`src/rtl/cfgwin_pkg.sv`:
```
package cfgwin_pkg;
  localparam int CW_ADDR_W  = 39;
  localparam int CW_REG_W   = 64;
  localparam int CW_BASE_LO = 28;
  localparam int CW_BUS_LO  = 20;
  localparam int CW_DEV_LO  = 15;
  localparam int CW_FN_LO   = 12;
  localparam int CW_NUM_LEN = 3;
  localparam int CW_LEN_W   = 2;
  localparam int CW_EN_BIT  = 0;
  localparam int CW_LEN_LO  = 1;

  typedef enum logic [CW_LEN_W-1:0] {
    SZ_FULL    = 2'b00,
    SZ_HALF    = 2'b01,
    SZ_QUARTER = 2'b10,
    SZ_RSVD    = 2'b11
  } win_size_e;
endpackage

```
`src/rtl/cfgwin_regfile.sv`:
```
module cfgwin_regfile
  import cfgwin_pkg::*;
#(
  parameter int ADDR_W  = CW_ADDR_W,
  parameter int BASE_LO = CW_BASE_LO,
  parameter int REG_W   = CW_REG_W
) (
  input  logic                      clk,
  input  logic                      rst,
  input  logic                      wr_en,
  input  logic [REG_W-1:0]          wr_data,
  input  logic                      lock,
  output logic [ADDR_W-1:BASE_LO]   base_o,
  output win_size_e                 size_o,
  output logic                      en_o,
  output logic [REG_W-1:0]          rd_data
);
  localparam int BASE_W = ADDR_W - BASE_LO;

  logic [BASE_W-1:0]   base_q;
  logic [CW_LEN_W-1:0] size_q;
  logic                en_q;

  always_ff @(posedge clk) begin
    if (rst) begin
      base_q <= '0;
      size_q <= '0;
      en_q   <= 1'b0;
    end else if (wr_en && !lock) begin
      base_q <= wr_data[ADDR_W-1:BASE_LO];
      size_q <= wr_data[CW_LEN_LO +: CW_LEN_W];
      en_q   <= wr_data[CW_EN_BIT];
    end
  end

  always_comb begin
    rd_data = '0;
    rd_data[ADDR_W-1:BASE_LO]       = base_q;
    rd_data[CW_LEN_LO +: CW_LEN_W]  = size_q;
    rd_data[CW_EN_BIT]              = en_q;
  end

  assign base_o = base_q;
  assign size_o = win_size_e'(size_q);
  assign en_o   = en_q;

  assert_lock_hold_R4: assert property (@(posedge clk) disable iff (rst)
    lock |=> $stable(rd_data));

  assert_write_take_R3: assert property (@(posedge clk) disable iff (rst)
    (wr_en && !lock) |=>
      (rd_data[ADDR_W-1:BASE_LO] == $past(wr_data[ADDR_W-1:BASE_LO])) &&
      (rd_data[CW_LEN_LO +: CW_LEN_W] == $past(wr_data[CW_LEN_LO +: CW_LEN_W])) &&
      (rd_data[CW_EN_BIT] == $past(wr_data[CW_EN_BIT])));
endmodule

```
`src/rtl/cfgwin_matcher.sv`:
```
module cfgwin_matcher
  import cfgwin_pkg::*;
#(
  parameter int ADDR_W  = CW_ADDR_W,
  parameter int BASE_LO = CW_BASE_LO,
  parameter int NUM_LEN = CW_NUM_LEN
) (
  input  logic [ADDR_W-1:0]        addr,
  input  logic [ADDR_W-1:BASE_LO]  base,
  input  win_size_e                size,
  input  logic                     en,
  output logic                     hit,
  output logic                     oor,
  output logic                     size_err
);
  localparam int SUB_W = (NUM_LEN > 1) ? NUM_LEN - 1 : 1;

  logic                upper_eq;
  logic [NUM_LEN-1:0]  extra_nz;
  logic                sel_nz;
  logic                size_ok;

  assign upper_eq = (addr[ADDR_W-1:BASE_LO] == base);

  // One tail check per window size: size k needs its top k sub-base bits zero.
  for (genvar k = 0; k < NUM_LEN; k++) begin : g_tail
    localparam logic [SUB_W-1:0] TAIL_MASK = ~({SUB_W{1'b1}} >> k);
    assign extra_nz[k] = |(addr[BASE_LO-1 -: SUB_W] & TAIL_MASK);
  end

  always_comb begin
    size_ok = 1'b0;
    sel_nz  = 1'b0;
    for (int k = 0; k < NUM_LEN; k++) begin
      if (size == win_size_e'(k)) begin
        size_ok = 1'b1;
        sel_nz  = extra_nz[k];
      end
    end
  end

  assign size_err = !size_ok;
  assign hit      = en && size_ok && upper_eq && !sel_nz;
  assign oor      = en && size_ok && upper_eq && sel_nz;
endmodule

```
`src/rtl/cfgwin_split.sv`:
```
module cfgwin_split
  import cfgwin_pkg::*;
#(
  parameter int ADDR_W  = CW_ADDR_W,
  parameter int BASE_LO = CW_BASE_LO,
  parameter int BUS_LO  = CW_BUS_LO,
  parameter int DEV_LO  = CW_DEV_LO,
  parameter int FN_LO   = CW_FN_LO,
  parameter int NUM_LEN = CW_NUM_LEN
) (
  input  logic [ADDR_W-1:0]         addr,
  input  logic                      hit,
  input  win_size_e                 size,
  output logic [BASE_LO-BUS_LO-1:0] bus,
  output logic [BUS_LO-DEV_LO-1:0]  dev,
  output logic [DEV_LO-FN_LO-1:0]   fn,
  output logic [FN_LO-1:0]          off
);
  localparam int BUS_W = BASE_LO - BUS_LO;

  logic [BUS_W-1:0] bus_opt [NUM_LEN];
  logic [BUS_W-1:0] bus_sel;

  // Each halving of the window drops the top bus bit.
  for (genvar k = 0; k < NUM_LEN; k++) begin : g_bus
    localparam logic [BUS_W-1:0] BUS_MASK = {BUS_W{1'b1}} >> k;
    assign bus_opt[k] = addr[BUS_LO +: BUS_W] & BUS_MASK;
  end

  always_comb begin
    bus_sel = '0;
    for (int k = 0; k < NUM_LEN; k++) begin
      if (size == win_size_e'(k)) bus_sel = bus_opt[k];
    end
  end

  assign bus = hit ? bus_sel : '0;
  assign dev = hit ? addr[DEV_LO +: (BUS_LO-DEV_LO)] : '0;
  assign fn  = hit ? addr[FN_LO +: (DEV_LO-FN_LO)] : '0;
  assign off = hit ? addr[FN_LO-1:0] : '0;
endmodule

```
`src/rtl/cfgwin_decoder.sv`:
```
module cfgwin_decoder
  import cfgwin_pkg::*;
#(
  parameter int ADDR_W  = CW_ADDR_W,
  parameter int REG_W   = CW_REG_W,
  parameter int BASE_LO = CW_BASE_LO,
  parameter int BUS_LO  = CW_BUS_LO,
  parameter int DEV_LO  = CW_DEV_LO,
  parameter int FN_LO   = CW_FN_LO,
  parameter int NUM_LEN = CW_NUM_LEN
) (
  input  logic                        clk,
  input  logic                        rst,
  input  logic                        cfg_wr_en,
  input  logic [REG_W-1:0]            cfg_wr_data,
  input  logic                        cfg_lock,
  output logic [REG_W-1:0]            cfg_rd_data,
  input  logic [ADDR_W-1:0]           mem_addr,
  output logic                        win_hit,
  output logic                        win_oor,
  output logic                        win_len_err,
  output logic [BASE_LO-BUS_LO-1:0]   cfg_bus,
  output logic [BUS_LO-DEV_LO-1:0]    cfg_dev,
  output logic [DEV_LO-FN_LO-1:0]     cfg_fn,
  output logic [FN_LO-1:0]            cfg_off
);
  localparam int BASE_W = ADDR_W - BASE_LO;

  logic [BASE_W-1:0] base_w;
  win_size_e         size_w;
  logic              en_w;

  cfgwin_regfile #(
    .ADDR_W (ADDR_W),
    .BASE_LO(BASE_LO),
    .REG_W  (REG_W)
  ) u_reg (
    .clk    (clk),
    .rst    (rst),
    .wr_en  (cfg_wr_en),
    .wr_data(cfg_wr_data),
    .lock   (cfg_lock),
    .base_o (base_w),
    .size_o (size_w),
    .en_o   (en_w),
    .rd_data(cfg_rd_data)
  );

  cfgwin_matcher #(
    .ADDR_W (ADDR_W),
    .BASE_LO(BASE_LO),
    .NUM_LEN(NUM_LEN)
  ) u_match (
    .addr    (mem_addr),
    .base    (base_w),
    .size    (size_w),
    .en      (en_w),
    .hit     (win_hit),
    .oor     (win_oor),
    .size_err(win_len_err)
  );

  cfgwin_split #(
    .ADDR_W (ADDR_W),
    .BASE_LO(BASE_LO),
    .BUS_LO (BUS_LO),
    .DEV_LO (DEV_LO),
    .FN_LO  (FN_LO),
    .NUM_LEN(NUM_LEN)
  ) u_split (
    .addr(mem_addr),
    .hit (win_hit),
    .size(size_w),
    .bus (cfg_bus),
    .dev (cfg_dev),
    .fn  (cfg_fn),
    .off (cfg_off)
  );

  assert_rsvd_zero_R2: assert property (@(posedge clk) disable iff (rst)
    (cfg_rd_data[REG_W-1:ADDR_W] == '0) &&
    (cfg_rd_data[BASE_LO-1:CW_LEN_LO+CW_LEN_W] == '0));

  assert_hit_needs_en_R5: assert property (@(posedge clk) disable iff (rst)
    (win_hit || win_oor) |-> cfg_rd_data[CW_EN_BIT]);

  assert_hit_base_R6: assert property (@(posedge clk) disable iff (rst)
    win_hit |-> (mem_addr[ADDR_W-1:BASE_LO] == cfg_rd_data[ADDR_W-1:BASE_LO]));

  assert_rsvd_size_R9: assert property (@(posedge clk) disable iff (rst)
    win_len_err |-> (!win_hit && !win_oor));

  assert_idle_fields_R10: assert property (@(posedge clk) disable iff (rst)
    !win_hit |-> (cfg_bus == '0 && cfg_dev == '0 && cfg_fn == '0 && cfg_off == '0));

  assert_oor_excl_R11: assert property (@(posedge clk) disable iff (rst)
    !(win_hit && win_oor));
endmodule

```
`config.mk`:
```
export PLATFORM = sky130hd
export DESIGN_NAME = cfgwin_decoder
export DESIGN_NICKNAME = d
export VERILOG_FILES = /design/src/rtl/cfgwin_pkg.sv /design/src/rtl/cfgwin_regfile.sv /design/src/rtl/cfgwin_matcher.sv /design/src/rtl/cfgwin_split.sv /design/src/rtl/cfgwin_decoder.sv
export SDC_FILE = /design/constraint.sdc
export NUM_CORES = 1
export LEC_CHECK = 0
export CAP_MARGIN = 10
export CORE_MARGIN = 2
export CORE_UTILIZATION = 25
export DETAILED_ROUTE_END_ITERATION = 8
export PLACE_DENSITY = 0.92
export SYNTH_ARGS = -nofsm -noshare
export SYNTH_HDL_FRONTEND = slang
export SYNTH_HIERARCHICAL = 1
export SYNTH_SLANG_ARGS = --single-unit
```
`constraint.sdc`:
```
create_clock -name clk -period 3.9 [get_ports clk]
set_input_delay 1.17 -clock clk [delete_from_list [all_inputs] [get_ports clk]]
set_output_delay 1.17 -clock clk [all_outputs]
set_load 0.01 [all_outputs]
```
---- After elaboration in Yosys (flattened, before gate mapping) ----
Cells that the tools add are included.
operators by class
  equality and inequality tests ........... 3
  mux-type cells .......................... 12
  reductions and logical operators ........ 10
operator list
  cell                  number
  $mux W8               4
  $mux W12              1
  $eq A11 B11 Y1        1
  $logic_and A1 B1 Y1   5
  $mux W1               5
  $mux W5               1
  $logic_not A1 Y1      3
  $mux W3               1
  $eq A2 B1 Y1 const B  1
  $eq A2 B2 Y1 const B  1
  $logic_not A2 Y1      1
  $reduce_or A2 Y1      1
word-level totals
  flip-flop bits (word level) ............. 14
  bits of input ports ..................... 107
  word-level logic and storage cells ...... 28

---- Longest topological paths before layout ----
Gate-level depths: netlist (run 1).
  depth in word-level cells ............... 8
  mapped depth ............................ 7
  depth with buffers taken out ............ 5

---- By module ----
Netlist (run 1), hierarchy kept.
modules (own cells, without submodules)
  module          instances  cells an instance  area each (µm²)  sequential area each (µm²)
  cfgwin_regfile  1          127                1123.6           280.3
  cfgwin_split    1          31                 236.5            0.0
  cfgwin_matcher  1          21                 157.7            0.0

---- Least setup slack after synthesis (run 1) ----
OpenSTA, ideal clock, no wires.
  path kind ............................... input-to-output
  start point ............................. input mem_addr[38]
  end point ............................... output cfg_dev[0]
  arrival ................................. 2.493 ns
  data required time ...................... 2.730 ns
  path slack .............................. 0.237 ns
  stages on the path ...................... 6
  path through ............................ xor2_1 > nor4_1 > nand4_1 > nor2_1 > buf_6 > and2_1
between the ends
  word-level cells in the longest chain between the ends .. 4
ends and longest elaborated chain
  element                            RTL line              source
  from (decl)                        cfgwin_decoder.sv:18  input logic [ADDR_W-1:0] mem_addr,
  $eq A11 B11 Y1                     cfgwin_matcher.sv:23  assign upper_eq = (addr[ADDR_W-1:BASE_LO] == base);
  $logic_and A1 B1 Y1 (2 in series)  cfgwin_matcher.sv:43  assign hit = en && size_ok && upper_eq && !sel_nz;
  via win_hit                        cfgwin_decoder.sv:19  output logic win_hit,
  $mux W5                            cfgwin_split.sv:38    assign dev = hit ? addr[DEV_LO +: (BUS_LO-DEV_LO)] : '0;
  to (decl)                          cfgwin_decoder.sv:23  output logic [BUS_LO-DEV_LO-1:0] cfg_dev,
The timed path passes the listed nets, and every way through them passes these cells.

---- Final worst setup path (run 1) ----
  start point ............................. input mem_addr[33]
  end point ............................... output cfg_off[6]
between the ends
  word-level cells in the longest chain between the ends .. 4
ends and longest elaborated chain
  element                            RTL line              source
  $eq A11 B11 Y1                     cfgwin_matcher.sv:23
  $logic_and A1 B1 Y1 (2 in series)  cfgwin_matcher.sv:43
  $mux W12                           cfgwin_split.sv:40    assign off = hit ? addr[FN_LO-1:0] : '0;
  to (decl)                          cfgwin_decoder.sv:25  output logic [FN_LO-1:0] cfg_off
Every way passes these cells.

==> results of run 1 <==
## routing by layer
| metal | global-route usage | vias up | wire length [um] |
|---|---|---|---|
| met2 | 0.2407 | 103 | 2341 |
| li1 | - | 665 | - |
| met1 | 0.1490 | 622 | 1650 |
| met5 | 0 | - | 0 |
| met3 | 0.04505 | 2 | 629 |
| met4 | 0.02500 | 0 | 10 |
## kinds of logic after synthesis
logic type	after synthesis	share of synthesized area
AOI/OAI and AO/OA	16	0.05276
and+or+nand+nor	66	0.3454
buffers and inverters	71	0.3512
other	1	0.002471
DFF	14	0.1847
xor gates and xnor gates	11	0.06348
## state kept, by name, indices dropped and copies added, names as in the netlist
| name | count |
|---|---|
| u_reg/base_o | 11 |
| u_reg/size_o | 2 |
| u_reg/en_o | 1 |
## worst paths after layout
check	startpoint	end	slack, ns
worst max-delay path	mem_addr[33]	cfg_off[6]	0.02
worst min-delay path	u_reg/base_o[34]	u_reg/base_o[34]	0.50
worst max register to register	u_reg/size_o[0]	u_reg/size_o[0]	3.17
worst min register to register	u_reg/base_o[34]	u_reg/base_o[34]	0.50
## cells in the mapped netlist
library cell	n
dfxtp_1	14
and3b_2	1
nor2_1	1
nor2b_1	1
buf_6	3
nand4bb_1	14
nand2b_1	14
nand2_1	1
buf_2	3
nor2b_4	1
o21ai_1	14
xor2_1	11
and2_4	1
and2_2	14
conb_1	1
and4bb_2	1
buf_4	64
o21ai_0	2
clkbuf_1	1
and2_1	6
and3_2	6
nand4_1	1
nor4_1	3
nand3b_1	1
## timing repair
item / in CTS / in global routing
setup buffers: 7 / 0
pin swaps: 5 / 7
endpoints found under the setup margin: 30 / 29
resized for setup: 195 / 27
cloned: 2 / 0
## power breakdown
| group | internal (mW) | switching, mW |
|---|---|---|
| sequential | 0.150 | 0.00816 |
| clock | 0.0894 | 0.0510 |
| combinational | 0.0752 | 0.0570 |
| total | 0.315 | 0.116 |
## worst min-delay path, stage by stage, from the launching register on
cell	delay, ns
dfxtp_1	0.33
nand2b_1	0.07
o21ai_1	0.05
## per-stage QoR
stage | hold WS (ns) | setup TNS [ns] | util | cells | setup WS (ns)
5_1_grt | 0.5122 | -1.191 | 0.4290 | 348 | -0.1032
6_report | 0.4998 | 0 | 0.4290 | 348 | 0.01826
3_5_place_dp | 0.4927 | -18.64 | 0.3948 | 338 | -0.6830
4_1_cts | 0.5029 | -0.3020 | 0.4286 | 351 | -0.04220
3_3_place_gp | 0.4711 | -18.00 | 0.3948 | 338 | -0.6658
2_1_floorplan | 0.4554 | 0 | - | 228 | 0.2373
## final cells by class
type	count	area, um^2	area share
Clock buffer	4	55.05	0.02180
Tap cell	75	93.84	0.03717
Sequential cell	14	280.3	0.1110
Multi-Input combinational cell	143	957.2	0.3791
Timing Repair Buffer	112	1139	0.4509
## layout by cell type (no fill, tap or decap)
master	netlist	layout
conb_1	1	50
buf_2	3	8
buf_12	0	3
o21ai_1	14	15
and3b_2	1	1
nand3b_1	1	1
xor2_2	0	2
nand4_1	1	1
and2_4	1	19
buf_6	3	34
and2_1	6	1
nor4_2	0	1
dfxtp_1	14	14
o21ai_0	2	1
xor2_1	11	9
and3_4	0	5
nor4_1	3	2
nor2b_1	1	1
clkdlybuf4s50_1	0	58
and2_2	14	1
nand2b_1	14	14
and3_2	6	1
clkbuf_8	0	4
nand4bb_1	14	14
and4bb_2	1	1
nand2_1	1	1
buf_4	64	4
clkdlybuf4s15_1	0	1
nor2_1	1	1
nor2b_4	1	1
dlygate4sd2_1	0	4
==> impl_metrics.json, run 1 <==
{
  "status": "completed",
  "leakagePower_nw": 1.124,
  "hold_viol": 0,
  "fin_skew_ns": 0,
  "drv_cap": 0,
  "n_antenna_cell": 0,
  "path_buf_inv": 7,
  "postPlaceCellArea_um2": 2323,
  "cp.arrival_ns": 2.71,
  "ios": 202,
  "synth_area_per_cell_um2": 8.479,
  "max_freq_mhz": 257.6,
  "antenna_found_initial": 0,
  "fin_crit_ns": 3.882,
  "drc": 0,
  "core_area_um2": 5886,
  "stdcell_area_um2": 2525,
  "die_width_um": 81.92,
  "fin_nets": 381,
  "irDropWorstVdd_uv": 223.1,
  "drive_gt1_frac": 0.3114,
  "final_antenna_net_count": 0,
  "num-fill-cells": 578,
  "rsz0062_at_grt": "yes",
  "portBuffers": 101,
  "path_cells": "buf_6, xor2_2, nor4_1, buf_4, nand4_1, nor2_1, buf_4, buf_12, buf_6, buf_6, and2_4, buf_6",
  "fin_total_pwr_uw": 431.1,
  "crit_cells": 12,
  "seq_area_frac_synth": 0.1847,
  "grt_max_degree": 29,
  "cts_sinks": 14,
  "cts_tree": "done",
  "finalMaxSlewViolations": 0,
  "synthCells": 179,
  "fp.dieArea_um2": 6710,
  "viasPerCell": 4.000,
  "synth_area_leaders": "buf_4 32%, dfxtp_1 18%, nand4bb_1 10%",
  "postCtsHoldBufs": 0,
  "crit_path_start_kind": "input pin",
  "critPathKind": "in -> out",
  "overflow": 0,
  "drtIter0Drc": 36,
  "finalWeightedCongestion": 0.6925,
  "critPathSlowestCell": "nor4_1",
  "num_rows": 28,
  "wl_mm": 4.631,
  "netlist_area_um2": 1518,
  "start_util": 0.2579,
  "holdPathStages": 2,
  "clockBufferDepth": 2,
  "power.density_nw_per_um2": 170.7,
  "setup_viol": 0,
  "ys_ff_latch": 14,
  "grt_pass1_vias": 1333,
  "worstSkewPairLatency_ns": 0.24,
  "clk_pin_slew_worst_paths_ns": 0.06,
  "syn2layout_area_growth_pct": 66.36,
  "synth_top_area_frac": 0.3166,
  "worst_pin_slew_ns": 0.6846,
  "r2r_cells": 2,
  "yosysUniqueCellTypes": 24,
  "critPathMaxFanout": 4,
  "finalCritPeriodShare": 0.9953,
  "cp_common_cell": "buf_6",
  "track_usage": 0.1321,
  "root_buffer": "clkbuf_8",
  "dp_hpwl_mm": 3.659,
  "grt_first_pass_wirelength_mm": 6.693,
  "cp_slowest_stage_delay_ns": 0.28,
  "synth_top_area_cell": "buf_4",
  "max-slew-margin-rel": 0.5422,
  "required_ns": 2.73,
  "cts_made_buffers": 3,
  "wl_per_cell_um": 13.31,
  "htree_levels": 1,
  "die_h_um": 81.92,
  "vias": 1392,
  "cp_top_family": "buffers and inverters",
  "hold_class": "reg -> reg",
  "yosysWarnings": 6,
  "firstDrtPassIters": 4,
  "critPathCaptureType": "primary output"
}
(Power assumes the default switching activity.)
==> run 2, diff against run 1 <==
--- a/config.mk
+++ b/config.mk
@@ -10,6 +10,7 @@
 export CORE_UTILIZATION = 25
 export DETAILED_ROUTE_END_ITERATION = 8
 export PLACE_DENSITY = 0.92
+export SETUP_SLACK_MARGIN = 0.5
 export SYNTH_ARGS = -nofsm -noshare
 export SYNTH_HDL_FRONTEND = slang
 export SYNTH_HIERARCHICAL = 1
==> run 2 against run 1 <==
  * Core utilization increased by 1.7 points
  * Sequential power about the same
  * Count of clock-buffer cells in the layout unchanged
  * Non-clock buffer count increased by 1
  * Setup slack improved by 0.070 ns
  * Register-to-register slack got worse by 0.05 ns
  * Clock power about the same
  * Sequential cell count unchanged
  * Critical endpoint is now cfg_off[4]
==> impl_metrics.json, run 2 (synthesis gave the netlist of run 1 again) <==
{
  "fin_crit_ns": 3.812,
  "htree_levels": 1,
  "clk_pin_slew_worst_paths_ns": 0.06,
  "power_frac_seq": 0.363,
  "hp-start": "u_reg/base_o[34]",
  "wl_per_cell_um": 13.89,
  "syn2layout_area_growth_pct": 73.12,
  "dp_hpwl_mm": 3.695,
  "die_width_um": 81.92,
  "vias": 1436,
  "root_buffer": "clkbuf_8",
  "critPathKind": "in -> out",
  "setup_viol": 0,
  "drtIter0Drc": 38,
  "die_h_um": 81.92,
  "leakagePower_nw": 1.148,
  "viasPerCell": 4.115,
  "cp_top_family": "simple AND/OR/NAND/NOR gates",
  "r2r_end": "u_reg/size_o[0]",
  "cp_common_cell": "buf_6",
  "hold_class": "reg -> reg",
  "holdPathStages": 2,
  "drive_gt1_frac": 0.3431,
  "path_buf_inv": 5,
  "track_usage": 0.1382,
  "antenna_found_initial": 2,
  "wl_mm": 4.849,
  "drv_cap": 0,
  "grt_max_degree": 29,
  "max-slew-margin-rel": 0.5481,
  "irDropWorstVdd_uv": 179.4,
  "cts_sinks": 14,
  "required_ns": 2.73,
  "dr_wl_met2_mm": 2.427,
  "routed-wl-met3_um": 699,
  "num-fill-cells": 576,
  "comb_power_share": 0.311,
  "min_to": "u_reg/base_o[34]",
  "num_rows": 28,
  "firstDrtPassIters": 4,
  "cp.arrival_ns": 2.64,
  "overflow": 0,
  "portBuffers": 101,
  "finalMaxSlewViolations": 0,
  "n_antenna_cell": 0,
  "swShare": 0.2770,
  "ios": 202,
  "power.density_nw_per_um2": 166.4,
  "stdcell_area_um2": 2628,
  "grt_first_pass_wirelength_mm": 7.100,
  "met1_length_mm": 1.652,
  "postCtsHoldBufs": 0,
  "clkPwrFrac": 0.325,
  "drc": 0,
  "fin_nets": 382,
  "finalCritPeriodShare": 0.9773,
  "worstSkewPairLatency_ns": 0.25,
  "p_int_uw": 316.0,
  "finalWeightedCongestion": 0.7330,
  "worst_pin_slew_ns": 0.6758,
  "critPathSlowestCell": "nor4_2",
  "most-common-layout-cells": "58 x clkdlybuf4s50_1, 50 x conb_1, 36 x buf_6, 21 x and2_4, 15 x o21ai_1",
  "start_util": 0.2579,
  "core_area_um2": 5886,
  "critPathCaptureType": "primary output",
  "hold-worst-slack_ns": 0.4939,
  "fp.dieArea_um2": 6710,
  "switchingPower_uw": 121.1,
  "fin_skew_ns": 0,
  "crit_path_start_kind": "input pin",
  "cp_slowest_stage_delay_ns": 0.28,
  "critPathLaunch": "mem_addr[38]",
  "fin_total_pwr_uw": 437.1,
  "crit_cells": 10,
  "rsz0062_at_grt": "yes",
  "cts_tree": "done",
  "r2r_cells": 2,
  "critPathMaxFanout": 7,
  "reg2reg_from": "u_reg/size_o[0]",
  "clockBufferDepth": 2,
  "final_common_cell": "clkdlybuf4s50_1",
  "final_antenna_net_count": 0,
  "grt_pass1_vias": 1376,
  "highest_layer": "met5",
  "reg2reg_slack_ns": 3.12,
  "status": "completed",
  "cts_made_buffers": 3,
  "path_cells": "buf_6, xor2_2, nor4_2, nand4_1, nor2_4, buf_6, buf_6, buf_16, and2_4, buf_6",
  "max_freq_mhz": 262.4,
  "postPlaceCellArea_um2": 2323,
  "post-route-util": 0.4464,
  "largest_reg_flops": 11,
  "fin_tns_setup_ns": 0,
  "hold_viol": 0
}
run 2: changes by cell type in the layout (fill, tap and decap cells not counted), moves of 2 or more:
| cell | change |
|---|---|
| nor4_2 | +2 |
| nor4_1 | -2 |
| xor2_2 | +2 |
| buf_6 | +2 |
| and2_4 | +2 |
| buf_16 | +3 |
| dlygate4sd2_1 | -2 |
| xor2_1 | -2 |
run 2: worst max-delay path by stage:
| stage | slack [ns] | end |
|---|---|---|
| floorplan | 0.47 | cfg_dev[0] |
| global placement | -0.70 | cfg_bus[5] |
| detailed placement | -0.71 | cfg_bus[5] |
| CTS | 0.005 | cfg_dev[2] |
| global route | -0.01 | cfg_dev[2] |
| finish | 0.09 | cfg_off[4] |
run 2: area by class of cell:
type                       count  area, um^2  share of cell area
sequential                    14       280.3              0.1067
tap                           75       93.84             0.03571
multi-input combinational    143       999.7              0.3805
clock buffer                   4       55.05             0.02095
timing repair buffer         113        1199              0.4562
run 2: power by group through the flow:
stage / Combinational, mW / Clock, mW / Sequential [mW]
final: 0.136 / 0.142 / 0.159
after global placement: 0.131 / 0 / 0.161
after global routing: 0.149 / 0.150 / 0.160
after floorplan: 0.101 / 0 / 0.159
after detailed placement: 0.133 / 0 / 0.161
after CTS: 0.132 / 0.144 / 0.158
run 2: what timing repair did:
| action | in CTS | in global routing |
|---|---|---|
| gates resized for setup | 224 | 10 |
| setup endpoints to repair | 30 | 30 |
| pin swaps | 7 | 4 |
| buffers inserted | 5 | 0 |
| cloned | 3 | 0 |
run 2: routing by layer:
layer | vias up | GRT usage
li1 | 668 | -
met2 | 101 | 0.2561
met5 | - | 0
met4 | 4 | 0.03000
met3 | 8 | 0.05934
met1 | 655 | 0.1437
run 2: worst reg2reg max path: stages, from the launching register on:
cell and delay, ns:
dfxtp_1 0.44, nand2b_1 0.11, o21ai_1 0.15
run 2: stage by stage:
step | setup slack, ns | std cells
2_1_floorplan | 0.4656 | 228
3_3_place_gp | -0.7032 | 337
3_5_place_dp | -0.7085 | 337
4_1_cts | 0.004715 | 349
5_1_grt | -0.01089 | 349
6_report | 0.08842 | 349
==> run 3, diff against run 2 <==
--- a/config.mk
+++ b/config.mk
@@ -6,10 +6,11 @@
 export NUM_CORES = 1
 export LEC_CHECK = 0
 export CAP_MARGIN = 10
+export CORE_ASPECT_RATIO = 0.8
 export CORE_MARGIN = 2
 export CORE_UTILIZATION = 25
 export DETAILED_ROUTE_END_ITERATION = 8
-export PLACE_DENSITY = 0.92
+export PLACE_DENSITY = 0.85
 export SETUP_SLACK_MARGIN = 0.5
 export SYNTH_ARGS = -nofsm -noshare
 export SYNTH_HDL_FRONTEND = slang
==> run 3 against run 2 <==
  * The run now ends with negative setup slack left
  * Clock skew stayed put
  * Highest routed layer is now met3
  * Power down 0.87%
  * Setup slack got worse by 0.12 ns
  * Critical endpoint is now cfg_bus[7]
  * Via count down 3.1%
  * Critical path type unchanged
  * Sequential share of layout area barely moved
==> impl_metrics.json, run 3 (synthesis gave the netlist of run 1 again) <==
{
  "drive_gt1_frac": 0.3127,
  "cp.arrival_ns": 2.77,
  "grt_first_pass_wirelength_mm": 6.272,
  "critPathMaxFanout": 8,
  "critPathSlowestCell": "nor4_2",
  "worst_pin_slew_ns": 0.6854,
  "violations": "negative setup slack",
  "wl_mm": 4.424,
  "rsz0062_at_grt": "yes",
  "fin_skew_ns": 0,
  "viasPerCell": 3.910,
  "worst_slack_ns": -0.03611,
  "firstDrtPassIters": 4,
  "cp_common_cell": "buf_6",
  "fin_total_pwr_uw": 433.3,
  "grt_max_degree": 29,
  "most-common-layout-cells": "60 x clkdlybuf4s50_1, 50 x conb_1, 36 x buf_6, 21 x and2_4, 16 x o21ai_1",
  "irDropWorstVdd_uv": 248.3,
  "final_common_cell": "clkdlybuf4s50_1",
  "n_antenna_cell": 0,
  "root_buffer": "clkbuf_8",
  "fin_nets": 383,
  "track_usage": 0.1184,
  "leakagePower_nw": 1.148,
  "setup_viol": 2,
  "finalWeightedCongestion": 0.6425,
  "ios": 202,
  "cts_sinks": 14,
  "drc": 0,
  "fin_crit_ns": 3.936,
  "critPathKind": "in -> out",
  "num-fill-cells": 569,
  "num_rows": 25,
  "critPathCaptureType": "primary output",
  "status": "finished, violations left",
  "crit_path_start_kind": "input pin",
  "cp_top_family": "simple AND/OR/NAND/NOR gates",
  "max-slew-margin-rel": 0.5416,
  "core_area_um2": 5881,
  "start_util": 0.2581,
  "vias": 1392,
  "portBuffers": 101,
  "finalMaxSlewViolations": 0,
  "die_h_um": 73.69,
  "worstSkewPairLatency_ns": 0.24,
  "largest_reg_flops": 11,
  "required_ns": 2.73,
  "wl_per_cell_um": 12.43,
  "overflow": 0,
  "cts_made_buffers": 3,
  "final_antenna_net_count": 0,
  "hold_viol": 0,
  "power.density_nw_per_um2": 164.4,
  "cp_slowest_stage_delay_ns": 0.26,
  "grt_pass1_vias": 1302,
  "htree_levels": 1,
  "drtIter0Drc": 33,
  "cts_tree": "done",
  "dpl_worst_slack_ns": -0.8201,
  "path_buf_inv": 4,
  "clockBufferDepth": 2,
  "fp.dieArea_um2": 6714,
  "dp_hpwl_mm": 3.436,
  "die_width_um": 91.11,
  "finalCritPeriodShare": 1.009,
  "antenna_found_initial": 0,
  "max_freq_mhz": 254.1,
  "drv_cap": 0,
  "hold_class": "reg -> reg",
  "syn2layout_area_growth_pct": 73.70,
  "clk_pin_slew_worst_paths_ns": 0.06,
  "path_cells": "dlygate4sd2_1, xor2_1, nor4_2, nand4_1, nor2_4, buf_6, buf_12, and4bb_2, buf_6"
}
## run 3: cell types whose count changed in the layout (fill, tap and decap cells not counted), sizes merged
cell,change
clkbuf,+1
buf,-7
clkdlybuf4s50,+2
clkdlybuf4s15,+2
dlygate4sd2,+3
## run 3: final timing paths
check / from / endpoint / slack, ns / depth (start not counted)
max: mem_addr[32] / cfg_bus[7] / -0.04 / 9
min: u_reg/en_o / u_reg/en_o / 0.49 / 2
max reg2reg: u_reg/size_o[0] / u_reg/size_o[0] / 3.21 / 2
min reg2reg: u_reg/en_o / u_reg/en_o / 0.49 / 2
## run 3: timing repair
action	4_1_cts	5_1_grt
cloned	1	2
gates resized for setup	174	42
hold buffers	0	0
setup endpoints to repair	30	30
pin swaps	5	3
buffers inserted	6	0
## run 3: metal layers
layer,up-vias,share of wire,routed length (um),track usage
li1,668,-,-,-
met1,645,0.35,1547,0.1142
met2,79,0.57,2526,0.2551
met3,0,0.079,350,0.03692
met4,0,0,0,0.01010
met5,-,0,0,0
## run 3: stage by stage
step | hold WS, ns | setup TNS [ns] | utilization | std cells | instance area (um^2)
finish | 0.4883 | -0.06228 | 0.4483 | 356 | 2636
global route | 0.5217 | -1.194 | 0.4483 | 356 | 2636
CTS | 0.4932 | -0.2971 | 0.4200 | 354 | 2470
detailed placement | 0.4817 | -21.97 | 0.3964 | 343 | 2331
global placement | 0.4722 | -22.20 | 0.3964 | 343 | 2331
floorplan | 0.4554 | 0 | - | 228 | 1709
## run 3: worst register-to-register path, delay by kind of cell, from the launching register on
kind / cells / cell delay [ns]
compound gates: 1 / 0.10
simple gates: 1 / 0.09
flops: 1 / 0.44
## run 3: final cells by class
class | count | area, um^2 | area share
Timing Repair Buffer | 114 | 1215 | 0.4608
Multi-Input combinational cell | 143 | 984.7 | 0.3735
Sequential cell | 14 | 280.3 | 0.1063
Tap cell | 81 | 101.3 | 0.03844
Clock buffer | 4 | 55.05 | 0.02088
## run 3: report_power, final
part           internal [mW]  switching (mW)  leakage [nW]
Clock                 0.0893          0.0504        0.0288
Combinational         0.0770          0.0586          1.00
Sequential             0.150         0.00779         0.115
